## config.mk

```make
export PLATFORM = sky130hd
export DESIGN_NAME = segBlankDisplay
export DESIGN_NICKNAME = d
export VERILOG_FILES = /design/src/rtl/segBlankPkg.sv /design/src/rtl/segDigitStage.sv /design/src/rtl/segChainCtrl.sv /design/src/rtl/segBlankDisplay.sv
export SDC_FILE = /design/constraint.sdc
export NUM_CORES = 1
export LEC_CHECK = 0
export CAP_MARGIN = 20
export CORE_UTILIZATION = 47
export DETAILED_ROUTE_END_ITERATION = 16
export GPL_TIMING_DRIVEN = 0
export PLACE_DENSITY_LB_ADDON = 0.3
export SYNTH_ARGS = -nofsm -noshare
export SYNTH_HDL_FRONTEND = slang
export SYNTH_HIERARCHICAL = 1
export SYNTH_SLANG_ARGS = --single-unit
export TNS_END_PERCENT = 30
```

## constraint.sdc

```tcl
create_clock -name vclk -period 3.5
set_input_delay 0.35 -clock vclk [all_inputs]
set_output_delay 0.35 -clock vclk [all_outputs]
set_load 0.01 [all_outputs]
```

## src/rtl/segBlankPkg.sv

```systemverilog
package segBlankPkg;
  localparam int DIGITS = 4;
  localparam int BCD_W  = 4;
  localparam int SEG_W  = 7;
  localparam int IN_W   = DIGITS * BCD_W;
  localparam int OUT_W  = DIGITS * SEG_W;
  localparam logic [SEG_W-1:0] SEG_BLANK = {SEG_W{1'b1}};

  // strobes from the chain control to the digit stages
  typedef struct packed {
    logic [DIGITS-1:0] blankIn;
  } chainStrobes_t;

  // active-low a..g pattern for one BCD code
  function automatic logic [SEG_W-1:0] segPattern(input logic [BCD_W-1:0] code);
    logic [SEG_W-1:0] pat;
    case (code)
      4'd0: pat = 7'b0000001;
      4'd1: pat = 7'b1001111;
      4'd2: pat = 7'b0010010;
      4'd3: pat = 7'b0000110;
      4'd4: pat = 7'b1001100;
      4'd5: pat = 7'b0100100;
      4'd6: pat = 7'b0100000;
      4'd7: pat = 7'b0001111;
      4'd8: pat = 7'b0000000;
      4'd9: pat = 7'b0000100;
      default: pat = SEG_BLANK;
    endcase
    return pat;
  endfunction
endpackage

```

## src/rtl/segDigitStage.sv

```systemverilog
module segDigitStage
  import segBlankPkg::*;
(
  input  logic [BCD_W-1:0] bcdCode,
  input  logic             blankIn,
  output logic [SEG_W-1:0] segPat,
  output logic             blankOut,
  output logic             isZero
);
  always_comb begin
    isZero = (bcdCode == '0);
    // a zero is blanked only while the chain ahead is still blank
    if (isZero && !blankIn) segPat = SEG_BLANK;
    else                    segPat = segPattern(bcdCode);
    // any nonzero code, valid or not, ends suppression
    blankOut = blankIn | ~isZero;
  end
endmodule

```

## src/rtl/segChainCtrl.sv

```systemverilog
module segChainCtrl
  import segBlankPkg::*;
(
  input  logic [DIGITS-1:0] isZero,
  input  logic              trailMode,
  output chainStrobes_t     strobes
);
  // Walk the stages in chain order. seenNonZero is the ripple signal arriving
  // at each stage. The final stage is forced to show its zero.
  always_comb begin
    logic seenNonZero;
    seenNonZero = 1'b0;
    strobes = '0;
    for (int k = 0; k < DIGITS; k++) begin
      int pos;
      pos = trailMode ? k : (DIGITS - 1 - k);
      strobes.blankIn[pos] = (k == DIGITS - 1) ? 1'b1 : seenNonZero;
      seenNonZero = seenNonZero | ~isZero[pos];
    end
  end
endmodule

```

## src/rtl/segBlankDisplay.sv

```systemverilog
module segBlankDisplay
  import segBlankPkg::*;
(
  input  logic [IN_W-1:0]   digitsBcd,
  input  logic              trailMode,
  output logic [OUT_W-1:0]  segOut,
  output logic [DIGITS-1:0] rippleOut
);
  logic [DIGITS-1:0] zeroFlags;
  chainStrobes_t     strobes;

  segChainCtrl uCtrl (
    .isZero   (zeroFlags),
    .trailMode(trailMode),
    .strobes  (strobes)
  );

  for (genvar i = 0; i < DIGITS; i++) begin : gStage
    segDigitStage uStage (
      .bcdCode (digitsBcd[i*BCD_W +: BCD_W]),
      .blankIn (strobes.blankIn[i]),
      .segPat  (segOut[i*SEG_W +: SEG_W]),
      .blankOut(rippleOut[i]),
      .isZero  (zeroFlags[i])
    );
  end
endmodule

```

==> run summary, run 1 <==
Setup Viol. Count Final = 0
mapped cell area = 1006 µm²
Synth top cells by count = 20 x ha_1, 20 x nand2_1, 16 x o21ai_1
Post-DP Area = 1490 µm²
crit end category = output port
Post-Synthesis Cells = 137
CP Launch Type = input port
f_max = 333.0 MHz
First-pass DRT Iterations = 4
register area share after synthesis = 0
hold_buf cts = 0
worst path required time = 3.15 ns
status = completed
IO Count = 49
PD cells = 129.6 nW/µm²
DR DRC count = 0
Yosys cell types = 20
Switching Share = 0.4647
Final Cycle Share = 0.8580
Slew Limit Fails = 0
Hold Fails Final Rpt = 0
initial antenna violation count = 0
Initial Util = 0.5076
combinational share of power = 1.000
CP Data Arrival Time = 2.65 ns
diode count = 0
antenna-violating nets left = 0
Least-Margin Pin Slew = 0.3260 ns
post-synth top area share = 0.2488
Port Buffers = 45
share of cells above drive strength 1 = 0.1319
flip-flop and latch count = 0
worst vdd ir = 0.00008843 V
Fin Setup TNS = 0 ns
Total GRT Usage = 0.1894
min Tclk post-route = 3.003 ns
Synth area leaders = ha_1 25%, nor4b_4 9.5%, o21ai_1 8.0%, nand2_1 7.5%, a21oi_4 6.5%
die width = 48.27 µm
Die ar. = 2330 µm²
Int Pwr = 0.1033 mW
relative slew slack = 0.7818
CP Class = input port to output port
most used cell, CP = clkdlybuf4s50_1
vias in the first global route = 870
Syn Area/Cell = 7.343 µm²
WL/cell = 11.09 µm
Worst path slowest cell = clkdlybuf4s50_1
Sequential cell area = 0 µm²
Vias = 1034
Clock buffer cells = 0
area leader, netlist = ha_1
max_cap viols = 0
max incr delay on CP = 0.56 ns
initial drt markers = 9
global-route wire length before repair = 3.381 mm
Static Leak = 0.6505 nW
die height = 48.27 µm
Clock Power Share = 0
global placement routability congestion = 0.7381
fill count = 142
total grt overflow = 0
hpwl dp = 1.909 mm
NetSw = 0.08971 mW
core area = 1982 µm²
worst-path maximum fanout = 6
nets@finish = 221
routed wire length = 2.317 mm
register share of total power = 0
Final Cell Area = 1490 µm²
Hold WS = 1.479 ns
RSZ-0062 raised after global routing = no
Syn. warnings = 6
vias per cell = 4.947
largest net degree at the start of global routing = 11
Net Count, Synth = 174
Site Rows = 16
CTS resizes = 0
Worst Hold Class = input port to output port
critical path cell sequence = clkdlybuf4s50_1 > inv_1 > ha_1 > and2_1 > and2_4 > a22oi_2 > nor4b_4 > a21oi_4 > o21ai_1 > clkdlybuf4s50_1
Post-CTS Setup Inserts = 0
synth-to-layout area growth = 48.13%
==> worst paths after layout <==
check,start,end,slack (ns),cells past startpoint
max,digitsBcd[1],segOut[20],0.50,10
min,digitsBcd[7],segOut[8],1.48,3
==> power groups by stage <==
stage	combinational (mW)	sequential, mW	clock [mW]
floorplan	0.0995	0	0
global placement	0.186	0	0
detailed placement	0.192	0	0
CTS	0.193	0	0
global route	0.211	0	0
finish	0.193	0	0
==> cell families (layout without fill, tap and decap cells) <==
group                    after synthesis  count (layout)  synth area share
adder cells (fa/ha/maj)               20              20            0.2488
buffers and inverters                 22              67            0.1207
multiplexers                           4               4           0.03980
AND/OR/NAND/NOR                       45              45            0.2923
AO/OA/AOI/OAI                         46              46            0.2985
==> per-stage QoR <==
step / std cells / setup slack [ns] / utilization / power, mW
finish: 209 / 0.4969 / 0.7519 / 0.1931
global placement: 209 / 0.5817 / 0.7519 / 0.1859
global route: 209 / 0.3439 / 0.7519 / 0.2109
CTS: 209 / 0.4974 / 0.7519 / 0.1934
floorplan: 137 / 1.616 / - / 0.09951
detailed placement: 209 / 0.5053 / 0.7519 / 0.1923
==> worst max-delay path, delay by kind of cell <==
kind,cells,cell delay (ns)
compound gates,3,0.28
fa+ha+maj,1,0.19
buf+inv,3,1.17
simple gates,3,0.67
==> layout by cell type (no fill, tap or decap), drive strengths merged <==
cell type / netlist / routed
a21boi: 4 / 4
a21oi: 12 / 12
a22oi: 1 / 1
a31oi: 1 / 1
and2: 5 / 5
buf: 9 / 9
clkdlybuf4s50: 0 / 45
ha: 20 / 20
inv: 13 / 13
mux2i: 4 / 4
nand2: 20 / 20
nand2b: 4 / 4
nor2: 8 / 8
nor4b: 4 / 4
o21ai: 28 / 28
or2: 4 / 4
==> layer usage <==
metal / vias to the layer above / share of wire / track usage
met1: 452 / 0.46 / 0.2396
met3: 2 / 0.038 / 0
li1: 548 / - / -
met5: - / 0 / 0
met2: 32 / 0.50 / 0.3653
met4: 0 / 0.0052 / 0.02222
==> final cells by class <==
class,count,area [µm²],area share
buffer,9,72.57,0.04870
timing repair buffer,45,450.4,0.3023
tap,27,33.78,0.02267
inverter,13,48.80,0.03275
multi-input combinational,115,884.6,0.5936
No activity file was read; power rests on OpenSTA's default activity.
==> run 2, diff against run 1 <==
--- a/config.mk
+++ b/config.mk
@@ -5,6 +5,7 @@
 export SDC_FILE = /design/constraint.sdc
 export NUM_CORES = 1
 export LEC_CHECK = 0
+export ABC_CLOCK_PERIOD_IN_PS = 3500
 export CAP_MARGIN = 20
 export CORE_UTILIZATION = 47
 export DETAILED_ROUTE_END_ITERATION = 16
==> results of run 2 <==
Final layout, timing and power as in run 1 (identical DEF).
